==> src/rtl/gpio_irq_pkg.sv <==
package gpio_irq_pkg;
  typedef enum logic [1:0] {
    OP_IDLE       = 2'd0,
    OP_CLR_EVENT  = 2'd1,
    OP_MASK_SET   = 2'd2,
    OP_MASK_CLR   = 2'd3
  } wr_op_e;

  // Trigger code: bit 0 enables rising detection, bit 1 enables falling.
  localparam logic [1:0] TRIG_NONE = 2'd0;
  localparam logic [1:0] TRIG_RISE = 2'd1;
  localparam logic [1:0] TRIG_FALL = 2'd2;
  localparam logic [1:0] TRIG_BOTH = 2'd3;

  typedef struct packed {
    logic clrEvent;
    logic setMask;
    logic clrMask;
  } strobes_t;
endpackage

==> src/rtl/gpio_irq_ctrl.sv <==
module gpio_irq_ctrl
  import gpio_irq_pkg::*;
(
  input  logic [1:0] wrOp,
  output strobes_t   strb
);
  always_comb begin
    strb = '0;
    unique case (wr_op_e'(wrOp))
      OP_CLR_EVENT: strb.clrEvent = 1'b1;
      OP_MASK_SET:  strb.setMask  = 1'b1;
      OP_MASK_CLR:  strb.clrMask  = 1'b1;
      default:      strb = '0;
    endcase
  end
endmodule

==> src/rtl/gpio_irq_datapath.sv <==
module gpio_irq_datapath
  import gpio_irq_pkg::*;
#(
  parameter int PINS        = 32,
  parameter int SYNC_STAGES = 2
) (
  input  logic              clk,
  input  logic              rstN,
  input  logic [PINS-1:0]   pinIn,
  input  logic [2*PINS-1:0] trigType,
  input  logic [PINS-1:0]   wrData,
  input  strobes_t          strb,
  output logic [PINS-1:0]   eventBits,
  output logic [PINS-1:0]   maskBits,
  output logic              bankIrq
);
  localparam int LAST = SYNC_STAGES - 1;

  logic [PINS-1:0] syncQ [SYNC_STAGES];
  logic [PINS-1:0] prevQ;
  logic [PINS-1:0] edgeHit;
  logic [PINS-1:0] clrBits;
  logic [PINS-1:0] mSetBits;
  logic [PINS-1:0] mClrBits;
  logic [PINS-1:0] eventQ;
  logic [PINS-1:0] maskQ;

  always_ff @(posedge clk) begin
    if (!rstN) begin
      for (int s = 0; s < SYNC_STAGES; s++) syncQ[s] <= '0;
      prevQ <= '0;
    end else begin
      syncQ[0] <= pinIn;
      for (int s = 1; s < SYNC_STAGES; s++) syncQ[s] <= syncQ[s-1];
      prevQ <= syncQ[LAST];
    end
  end

  for (genvar i = 0; i < PINS; i++) begin : gEdge
    logic riseEn;
    logic fallEn;
    assign riseEn     = trigType[2*i];
    assign fallEn     = trigType[2*i+1];
    assign edgeHit[i] = (riseEn &  syncQ[LAST][i] & ~prevQ[i]) |
                        (fallEn & ~syncQ[LAST][i] &  prevQ[i]);
  end

  assign clrBits  = strb.clrEvent ? wrData : '0;
  assign mSetBits = strb.setMask  ? wrData : '0;
  assign mClrBits = strb.clrMask  ? wrData : '0;

  always_ff @(posedge clk) begin
    if (!rstN) begin
      eventQ <= '0;
      maskQ  <= '1;
    end else begin
      // a fresh edge wins over a clear on the same bit
      eventQ <= (eventQ & ~clrBits) | edgeHit;
      maskQ  <= (maskQ | mSetBits) & ~mClrBits;
    end
  end

  assign eventBits = eventQ;
  assign maskBits  = maskQ;
  assign bankIrq   = |(eventQ & ~maskQ);
endmodule

==> src/rtl/gpio_edge_irq_bank.sv <==
module gpio_edge_irq_bank
  import gpio_irq_pkg::*;
#(
  parameter int PINS        = 32,
  parameter int SYNC_STAGES = 2
) (
  input  logic              clk,
  input  logic              rstN,
  input  logic [PINS-1:0]   pinIn,
  input  logic [2*PINS-1:0] trigType,
  input  logic [1:0]        wrOp,
  input  logic [PINS-1:0]   wrData,
  output logic [PINS-1:0]   eventBits,
  output logic [PINS-1:0]   maskBits,
  output logic              bankIrq
);
  strobes_t strb;

  gpio_irq_ctrl uCtrl (
    .wrOp (wrOp),
    .strb (strb)
  );

  gpio_irq_datapath #(
    .PINS        (PINS),
    .SYNC_STAGES (SYNC_STAGES)
  ) uData (
    .clk       (clk),
    .rstN      (rstN),
    .pinIn     (pinIn),
    .trigType  (trigType),
    .wrData    (wrData),
    .strb      (strb),
    .eventBits (eventBits),
    .maskBits  (maskBits),
    .bankIrq   (bankIrq)
  );
endmodule

==> config.mk <==
export PLATFORM = sky130hd
export DESIGN_NAME = gpio_edge_irq_bank
export DESIGN_NICKNAME = d
export VERILOG_FILES = /design/src/rtl/gpio_irq_pkg.sv /design/src/rtl/gpio_irq_ctrl.sv /design/src/rtl/gpio_irq_datapath.sv /design/src/rtl/gpio_edge_irq_bank.sv
export SDC_FILE = /design/constraint.sdc
export NUM_CORES = 1
export LEC_CHECK = 0
export ABC_AREA = 1
export CAP_MARGIN = 40
export CORE_ASPECT_RATIO = 0.75
export CORE_MARGIN = 1
export CORE_UTILIZATION = 45
export DETAILED_ROUTE_END_ITERATION = 16
export HOLD_SLACK_MARGIN = 0.06
export PLACE_DENSITY_LB_ADDON = 0.08
export SYNTH_ARGS = -nofsm -noshare
export SYNTH_HDL_FRONTEND = slang
export SYNTH_SLANG_ARGS = --single-unit
==> constraint.sdc <==
create_clock -name clk -period 2.7 [get_ports clk]
set_input_delay 0.54 -clock clk [delete_from_list [all_inputs] [get_ports clk]]
set_output_delay 0.54 -clock clk [all_outputs]
set_load 0.05 [all_outputs]
# Word-level counts from Yosys, hierarchy flattened
# Memories as Yosys holds them, arrays and structs flattened.
# Index checks and enable logic that the tools add are counted.
totals:
  input_bits: 132
  mem_bits_rw: 64
  word_cells: 252
  mem_count: 1
  reg_bits: 96
classes:
  bitwise_logic: 234
  mux: 10
  n_reduce_logical: 1
  n_eq_ne: 3
mem_list:
  columns: ["name", "depth", "width", "read_ports", "rd_clocked_by_memory_dff", "wr", "line", "rtl"]
  rows:
  - ["uData.syncQ", 2, 32, 2, 0, 2, "gpio_irq_datapath.sv:19", "logic [PINS-1:0] syncQ [SYNC_STAGES];"]
op_table:
  columns: ["cell", "n"]
  rows:
  - ["32-bit 2-to-1 mux", 5]
  - ["1-bit AND", 128]
  - ["32-bit AND", 3]
  - ["32-bit NOT", 3]
  - ["1-bit NOT", 64]
  - ["32-bit bitwise OR", 2]
  - ["1-bit bitwise OR", 34]
  - ["32-bit OR reduction", 1]
  - ["1-bit 2-to-1 mux", 5]
  - ["2-bit == test (second input constant)", 2]
  - ["2-bit by 1-bit == test with 1-bit output (second input constant)", 1]

# Logic depth before layout (Yosys ltp)
# Gate-level depths: netlist of the first run.
depth:
  depth_word: 6
  ltp_mapped: 7

# Cells and area by module
# From an unflattened synthesis of the first run, not the netlist that was laid out.
unflattened:
  hier_cells: 803
  hier_area_um2: 5938.2
modules_own_cells:
  columns: ["module", "cells_each", "seq_area_each_um2", "area_per_inst_um2", "instances"]
  rows:
  - ["gpio_irq_datapath", 797, 3203.1, 5915.7, 1]
  - ["gpio_irq_ctrl", 6, 0.0, 22.5, 1]

# Least setup slack after synthesis of the first run
# Ideal clock, no wire load.
synth_path:
  kind: "register -> output"
  start: "reg uData.maskQ[3], in the netlist uData.maskBits[3]"
  end: "out bankIrq"
  path_stages_with_launch: 8
  arrival_ns: 1.340
  path_buffers: 0
  setup_slack_ns: 0.820
  path_cell_list: "dfxtp_1 > inv_1 > nand2_1 > o21ai_0 > nor2_1 > nand2_1 > nor2_1 > nand2_1"
synth_between:
  elab_chain_cells: 3
synth_lines:
  columns: ["element", "line", "rtl"]
  rows:
  - ["start: declaration", "gpio_irq_datapath.sv:26", "logic [PINS-1:0] maskQ;"]
  - ["start signal: assignment", "gpio_irq_datapath.sv:59", "maskQ <= (maskQ | mSetBits) & ~mClrBits;"]
  - ["32-bit NOT", "gpio_irq_datapath.sv:65", "assign bankIrq = |(eventQ & ~maskQ);"]
  - ["32-bit AND", "gpio_irq_datapath.sv:65", null]
  - ["32-bit OR reduction", "gpio_irq_datapath.sv:65", null]
  - ["end: declaration", "gpio_edge_irq_bank.sv:15", "output logic bankIrq"]
# Every way passes these cells.

# Worst setup path in the final report of the first run
layout_path:
  start: "reg uData.eventQ[6], in the netlist uData.eventBits[6]"
  end: "out bankIrq"
layout_between:
  elab_chain_cells: 2
layout_lines:
  columns: ["element", "line", "rtl"]
  rows:
  - ["start: declaration", "gpio_irq_datapath.sv:25", "logic [PINS-1:0] eventQ;"]
  - ["start signal: assignment", "gpio_irq_datapath.sv:58", "eventQ <= (eventQ & ~clrBits) | edgeHit;"]
  - ["32-bit AND", "gpio_irq_datapath.sv:65", null]
  - ["32-bit OR reduction", "gpio_irq_datapath.sv:65", null]
# Every way passes these cells.

==> results of run 1 <==
==> power groups by stage <==
stage	clock network, mW	registers (mW)	logic [mW]
global route	2.47	2.55	0.848
CTS	2.36	2.54	0.795
floorplan	0	2.77	0.233
detailed placement	0	2.59	0.794
global placement	0	2.59	0.783
finish	2.31	2.54	0.788
==> cells by family (layout without fill, tap and decap cells) <==
family                 after synthesis  after routing  synth area share [%]
AOI/OAI and AO/OA                   99             99                  10.9
DFF                                160            160                  53.7
and+or+nand+nor                    283            283                  22.7
buffers and inverters              188            395                  12.7
==> sequential cells by signal, summed over array words and instances (netlist names) <==
register	flops
uData.eventBits	32
uData.syncQ	64
uData.prevQ	32
uData.maskBits	32
==> synth_stat cells <==
library cell,n,area [um^2]
a31oi_1,32,200
buf_2,17,85.1
buf_4,3,22.5
buf_6,3,33.8
clkbuf_1,3,11.3
dfxtp_1,160,3200
inv_1,161,604
inv_2,1,3.75
nand2_1,175,657
nand2_4,1,11.3
nand3_1,32,160
nand3b_1,64,480
nor2_1,10,37.5
nor2_4,1,11.3
o21ai_0,33,165
o21ai_1,4,20.0
o21ai_2,30,263
==> worst max-delay path, cell delays in order, from the launching register on <==
cell and delay, ns:
dfxtp_1 0.38, inv_1 0.05, o21ai_0 0.19, nor2_1 0.10, nand2_1 0.07, nor2_1 0.04
nand2_1 0.05, dlygate4sd2_1 0.54
==> cell type report <==
class	instances	area, um^2	share of cell area, %
inverter	162	608	7.04
tap	171	214	2.48
clock buffer	19	453	5.24
clock inverter	12	124	1.43
sequential	160	3200	37.1
timing repair buffer	202	2030	23.5
multi-input combinational	382	2010	23.2
==> stage by stage <==
stage	instances	util [%]	hold slack, ns	power, mW	cell area, um^2
after CTS	1108	66.6	0.406	5.70	8640
after detailed placement	1077	62.1	0.395	3.39	8060
after global routing	1108	66.6	0.426	5.87	8640
final	1108	66.6	0.403	5.64	8640
after floorplan	730	-	0.390	3.00	5970
after global placement	1077	62.1	0.393	3.37	8060
==> placed cells by master, fill, tap and decap left out <==
cell type | Yosys | routed
o21ai_0 | 33 | 33
bufinv_16 | 0 | 1
nor2_1 | 10 | 10
a31oi_1 | 32 | 32
dfxtp_1 | 160 | 160
clkbuf_16 | 0 | 17
inv_1 | 161 | 161
buf_4 | 3 | 5
nand3b_1 | 64 | 64
buf_12 | 0 | 2
nand2_1 | 175 | 175
inv_2 | 1 | 1
clkbuf_8 | 0 | 2
clkinv_4 | 0 | 2
nor2_4 | 1 | 1
nand2_4 | 1 | 1
clkdlybuf4s50_1 | 0 | 194
inv_6 | 0 | 4
o21ai_1 | 4 | 4
nand3_1 | 32 | 32
clkinvlp_4 | 0 | 4
dlygate4sd2_1 | 0 | 1
o21ai_2 | 30 | 30
inv_8 | 0 | 1
==> worst max path at each step <==
stage / slack (ns) / cells past startpoint / end
final: 0.34 / 7 / bankIrq
after global routing: 0.20 / 7 / bankIrq
after CTS: 0.27 / 7 / bankIrq
after detailed placement: 0.43 / 7 / bankIrq
after global placement: 0.45 / 7 / bankIrq
after floorplan: 0.82 / 7 / bankIrq
==> layer usage <==
metal	vias to the layer above	global-route usage (%)
met5	-	0
met4	0	8.12
met3	10	6.01
met2	148	37.6
met1	2263	27.4
li1	2645	-
==> reports/summary.txt, run 1 <==
cts hold-fix bufs: 0
wire length on met1: 6750 um
Starting Density: 46.0%
Ys Warns: 0
final worst slack: 0.336 ns
Routed Wire Length: 14,900 um
Post-Synthesis Cells: 730
Pwr Density: 653 mW/mm^2
Pint: 4.16 mW
DP HPWL: 10,700 um
sw power: 1.48 mW
Max-slew headroom: 56.8%
Slew @ Worst Pin: 0.647 ns
grt ovf: 0
Die Height: 102 um
P_leak: 4.24 nW
TritonCTS sink count: 160
setup bufs post-CTS: 0
hold path cells: 2
sequential share of power: 45.1%
Area Growth Syn to Fin: 44.7%
via count: 5,066
Slew Viols, Final: 0
worst hold path type: reg2reg
Worst VDD drop: 0.395 mV
metal3 WL: 996 um
CP required: 2.16 ns
unrepaired setup endpoints after global routing: false
max cap viols: 0
Antenna Cells: 0
CP Launch Type: register
Seq/Total Area, Yosys: 53.7%
drt via density: 4.57
unique cell type count in the Yosys netlist: 17
fmax: 423 MHz
first-pass GRT wire length: 23,500 um
DRC: 0
share of power burned in combinational logic: 14.0%
Crit Path Category: reg2out
worst-case clock buffer depth: 2
initial drt markers: 233
status: finished, final reports clean
DR WL/cell: 13.5 um
met2 routed WL: 7050 um
CTS buffer count: 17
crit path from: uData.eventBits[6]
WP data arrival: 1.82 ns
endpoints failing hold: 0
max layer used: met4
CTS tree: built
H-tree depth: 4
1st-pass router iterations: 4
worst skew pair latency: 0.41 ns
Post-Syn Area: 0.00597 mm^2
clock power share: 41.0%
layout cells sized above 1: 7.58%
cts repair resizes: 1
FILL cells: 1,052
Placeable Area: 0.0130 mm^2
setup TNS: 0 ns
synthesized flop and latch total: 160
Reg clk slew, reported paths: 0.06 ns
R2R setup slack: 1.98 ns
switch share: 26.3%
Site Rows: 36
ANT nets after route: 0
syn_nets: 862
R2R Path End: uData.eventBits[15]
NumNets Final: 1,057
syn_area_per_cell: 8.18 um^2
die area: 0.0137 mm^2
IO Pins: 197
pre-CTS setup slack: 0.434 ns
vias in the first global route: 4,885
initial antenna violation count: 0
min-delay src: uData.syncQ[0][14]
RR Startpoint: uData.syncQ[0][47]
total track usage: 22.3%
CTS root buffer: clkbuf_16
Final Cycle Share: 87.6%
largest net degree at the start of global routing: 76
skew final: 0.00999 ns
placer congestion estimate: 0.850
FF-to-FF path depth: 2
# setup viols final: 0
Final Critical Period: 2.36 ns
port bufs: 196
die width: 135 um
worst hold path endpoint: uData.syncQ[0][46]
critical path capture point type: output pin
peak fanout along the critical path: 3
(Power assumes the default switching activity.)
==> run 2: changes to the inputs <==
--- a/config.mk
+++ b/config.mk
@@ -6,7 +6,7 @@
 export NUM_CORES = 1
 export LEC_CHECK = 0
 export ABC_AREA = 1
-export CAP_MARGIN = 40
+export CAP_MARGIN = 20
 export CORE_ASPECT_RATIO = 0.75
 export CORE_MARGIN = 1
 export CORE_UTILIZATION = 45
==> constraint.sdc (replaced) <==
create_clock -name clk -period 2.75 [get_ports clk]
set_input_delay 0.55 -clock clk [delete_from_list [all_inputs] [get_ports clk]]
set_output_delay 0.55 -clock clk [all_outputs]
set_load 0.05 [all_outputs]
==> reports/summary.txt, run 2 (same netlist as run 1, synthesis figures left out) <==
status: finished, final reports clean
max cap viols: 0
port bufs: 196
Worst VDD drop: 0.447 mV
R2R setup slack: 2.01 ns
CTS buffer count: 17
DP HPWL: 10,600 um
final core occ: 66.5%
fmax: 445 MHz
DRC: 0
CTS root buffer: clkbuf_16
Max-slew headroom: 48.9%
max reg flops: 64
worst skew pair latency: 0.42 ns
CP required: 2.20 ns
Post-DP Area: 0.00806 mm^2
Antenna Cells: 0
vias in the first global route: 4,959
grt ovf: 0
Area Growth Syn to Fin: 44.4%
Reg clk slew, reported paths: 0.06 ns
setup TNS: 0 ns
CP Launch Type: register
skew final: 0.00684 ns
Die Height: 102 um
Placeable Area: 0.0130 mm^2
setup bufs post-CTS: 0
Slew @ Worst Pin: 0.766 ns
NumNets Final: 1,055
endpoints failing hold: 0
first-pass GRT wire length: 24,100 um
H-tree depth: 4
unrepaired setup endpoints after global routing: false
commonest non-fill, non-tap cell in the layout: clkdlybuf4s50_1
layout cells sized above 1: 7.26%
FF-to-FF path depth: 2
min-delay src: uData.syncQ[0][14]
Final Critical Period: 2.25 ns
Slew Viols, Final: 0
worst hold path type: reg2reg
Site Rows: 36
largest reg by FF count: uData.syncQ
placer congestion estimate: 0.830
final worst slack: 0.502 ns
# setup viols final: 0
1st-pass router iterations: 4
IO Pins: 197
largest net degree at the start of global routing: 129
R2R Path End: uData.eventBits[24]
drt via density: 4.64
die width: 135 um
DR WL/cell: 13.6 um
P_leak: 4.24 nW
TritonCTS sink count: 160
ANT nets after route: 0
peak fanout along the critical path: 3
WP data arrival: 1.70 ns
critical path capture point type: output pin
RR Startpoint: uData.syncQ[0][56]
worst hold path endpoint: uData.syncQ[0][46]
design area: 0.00862 mm^2
Pwr Density: 639 mW/mm^2
CTS tree: built
hold path cells: 2
die area: 0.0137 mm^2
total track usage: 22.9%
initial antenna violation count: 0
pre-CTS setup slack: 0.481 ns
Final Cycle Share: 81.7%
worst-case clock buffer depth: 2
Routed Wire Length: 15,100 um
Starting Density: 46.0%
most frequent cells in the layout: clkdlybuf4s50_1 (194), nand2_1 (175), inv_1 (161)
Crit Path Category: reg2out
initial drt markers: 199
via count: 5,138
-- run 2: cell types whose count changed in the layout (fill, tap and decap cells not counted), sizes merged --
cell	before	now
inv	167	166
dlygate4sd2	1	0
clkinvlp	4	3
clkinv	2	5
dlymetal6s2s	0	1
buf	7	5
-- run 2: final cells by class --
cell class,instances,area (um^2)
inverters,162,608
fillers,1091,4350
clock inverters,13,128
flip-flops and latches,160,3200
repair buffers,200,2030
clock buffers,19,433
well taps,171,214
multi-input cells,382,2010
-- run 2: worst max path at each step --
stage / from / to / slack (ns)
detailed placement: uData.eventBits[6] / bankIrq / 0.48
finish: uData.eventBits[6] / bankIrq / 0.50
global route: uData.eventBits[6] / bankIrq / 0.33
global placement: uData.eventBits[6] / bankIrq / 0.48
CTS: uData.eventBits[6] / bankIrq / 0.03
floorplan: uData.maskBits[3] / bankIrq / 0.86
-- run 2: metal layers --
layer / global-route usage, % / vias up / part of all wire (%)
li1: - / 2640 / -
met1: 28.2 / 2314 / 46
met2: 37.5 / 160 / 46
met3: 7.46 / 24 / 7.0
met4: 8.47 / 0 / 1.7
met5: 0 / - / 0
-- run 2: what timing repair did --
item                       4_1_cts  5_1_grt
hold buffers                     0        0
setup endpoints to repair        0        1
resized for setup                0        1
-- run 2: worst max-delay path, cell delays in order (launching register included) --
cell	delay, ns
dfxtp_1	0.37
inv_1	0.05
o21ai_0	0.19
nor2_1	0.09
nand2_1	0.06
nor2_1	0.04
nand2_1	0.05
dlymetal6s2s_1	0.43
-- run 2: where the power goes --
group / leakage (nW) / total (mW) / internal [mW] / switching [mW]
registers: 1.32 / 2.49 / 2.43 / 0.0657
logic: 2.65 / 0.777 / 0.346 / 0.432
clock network: 0.265 / 2.24 / 1.26 / 0.975
-- run 2: metrics by stage --
| step | hold WS [ns] | power (mW) | std cells |
|---|---|---|---|
| 6_report | 0.408 | 5.51 | 1107 |
| 5_1_grt | 0.427 | 5.73 | 1107 |
| 4_1_cts | 0.407 | 5.54 | 1107 |
| 3_5_place_dp | 0.395 | 3.33 | 1075 |
| 3_3_place_gp | 0.393 | 3.31 | 1075 |
| 2_1_floorplan | 0.390 | 2.95 | 730 |
==> run 3: changes to the inputs <==
==> constraint.sdc (replaced) <==
create_clock -name clk -period 2.3 [get_ports clk]
set_input_delay 0.46 -clock clk [delete_from_list [all_inputs] [get_ports clk]]
set_output_delay 0.46 -clock clk [all_outputs]
set_load 0.05 [all_outputs]
==> reports/summary.txt, run 3 (same netlist as run 1, synthesis figures left out) <==
DRC: 0
status: finished, final reports clean
Slew @ Worst Pin: 0.931 ns
Crit Path Category: reg2out
H-tree depth: 4
DR WL/cell: 13.7 um
most frequent cells in the layout: clkdlybuf4s50_1 (194), nand2_1 (175), inv_1 (161)
slowest cell on the critical path: clkdlybuf4s50_1
die area: 0.0137 mm^2
hold path cells: 2
endpoints failing hold: 0
final core occ: 66.6%
CP Launch Type: register
# setup viols final: 0
Slew Viols, Final: 0
NumNets Final: 1,056
critical path cell sequence: clkdlybuf4s50_1
fmax: 472 MHz
Pwr Density: 781 mW/mm^2
worst-case clock buffer depth: 2
CP required: 1.84 ns
layout cells sized above 1: 7.47%
Site Rows: 36
Area Growth Syn to Fin: 44.8%
Final Cycle Share: 92.1%
CTS tree: built
Reg clk slew, reported paths: 0.06 ns
R2R setup slack: 1.53 ns
min-delay src: rstN
port bufs: 196
DP HPWL: 10,700 um
IO Pins: 197
commonest non-fill, non-tap cell in the layout: clkdlybuf4s50_1
initial drt markers: 250
critical path capture point type: output pin
total track usage: 22.9%
WP buf/inv: 1
worst hold path endpoint: uData.maskBits[19]
Non-Filler Instances: 1,108
largest reg by FF count: uData.syncQ
TritonCTS sink count: 160
Max-slew headroom: 37.8%
setup TNS: 0 ns
P_leak: 4.24 nW
vias in the first global route: 4,832
largest net degree at the start of global routing: 77
worst hold path type: in2reg
Placeable Area: 0.0130 mm^2
drt via density: 4.57
die width: 135 um
worst skew pair latency: 0.42 ns
skew final: 0.0123 ns
R2R Path End: uData.eventBits[17]
initial antenna violation count: 0
Tot Pwr: 6.75 mW
cts hold-fix bufs: 0
unrepaired setup endpoints after global routing: false
WHS: 0.397 ns
setup bufs post-CTS: 0
placer congestion estimate: 0.793
Cells after DPL: 1,076
cts repair resizes: 0
WP data arrival: 1.66 ns
CTS root buffer: clkbuf_16
Crit path largest cell delay: 0.84 ns
Largest delay share family, worst path: buffers and inverters
Starting Density: 46.0%
1st-pass router iterations: 4
max cap viols: 0
Worst VDD drop: 0.539 mV
ANT nets after route: 0
RR Startpoint: uData.prevQ[17]
Routed Wire Length: 15,200 um
Final Critical Period: 2.12 ns
via count: 5,059
grt ovf: 0
peak fanout along the critical path: 3
CTS buffer count: 17
first-pass GRT wire length: 23,600 um
Antenna Cells: 0
max reg flops: 64
Die Height: 102 um
FF-to-FF path depth: 2
[run 3: worst max path at each step]
stage | start | endpoint | slack [ns] | cells past startpoint
6_report | uData.eventBits[10] | eventBits[10] | 0.18 | 1
5_1_grt | uData.eventBits[2] | eventBits[2] | 0.14 | 1
3_3_place_gp | wrOp[1] | uData.maskBits[7] | 0.18 | 5
2_1_floorplan | uData.maskBits[3] | bankIrq | 0.50 | 7
4_1_cts | uData.eventBits[2] | eventBits[2] | 0.17 | 1
3_5_place_dp | wrOp[1] | uData.maskBits[10] | 0.11 | 5
[run 3: area by class of cell]
type                    instances  area [um^2]
inverters                     162          608
clock inverters                13          161
fillers                      1048         4330
clock buffers                  19          433
multi-input cells             382         2010
repair buffers                201         2020
flip-flops and latches        160         3200
well taps                     171          214
[run 3: stage by stage]
| stage | area [um^2] | setup WS, ns |
|---|---|---|
| after CTS | 8640 | 0.175 |
| after global routing | 8640 | 0.136 |
| final | 8640 | 0.182 |
| after detailed placement | 8050 | 0.106 |
| after global placement | 8050 | 0.184 |
| after floorplan | 5970 | 0.500 |
[run 3: power by group]
group,leakage (nW),internal [mW],switching (mW)
Clock,0.280,1.71,1.12
Sequential,1.32,2.90,0.0814
Combinational,2.64,0.421,0.521
Total,4.24,5.03,1.72
[run 3: layer usage]
layer  GRT usage (%)  part of all wire [%]
met5               0                     0
met4            9.08                   1.8
met3            7.36                   6.5
met2            37.6                    46
met1            28.1                    46
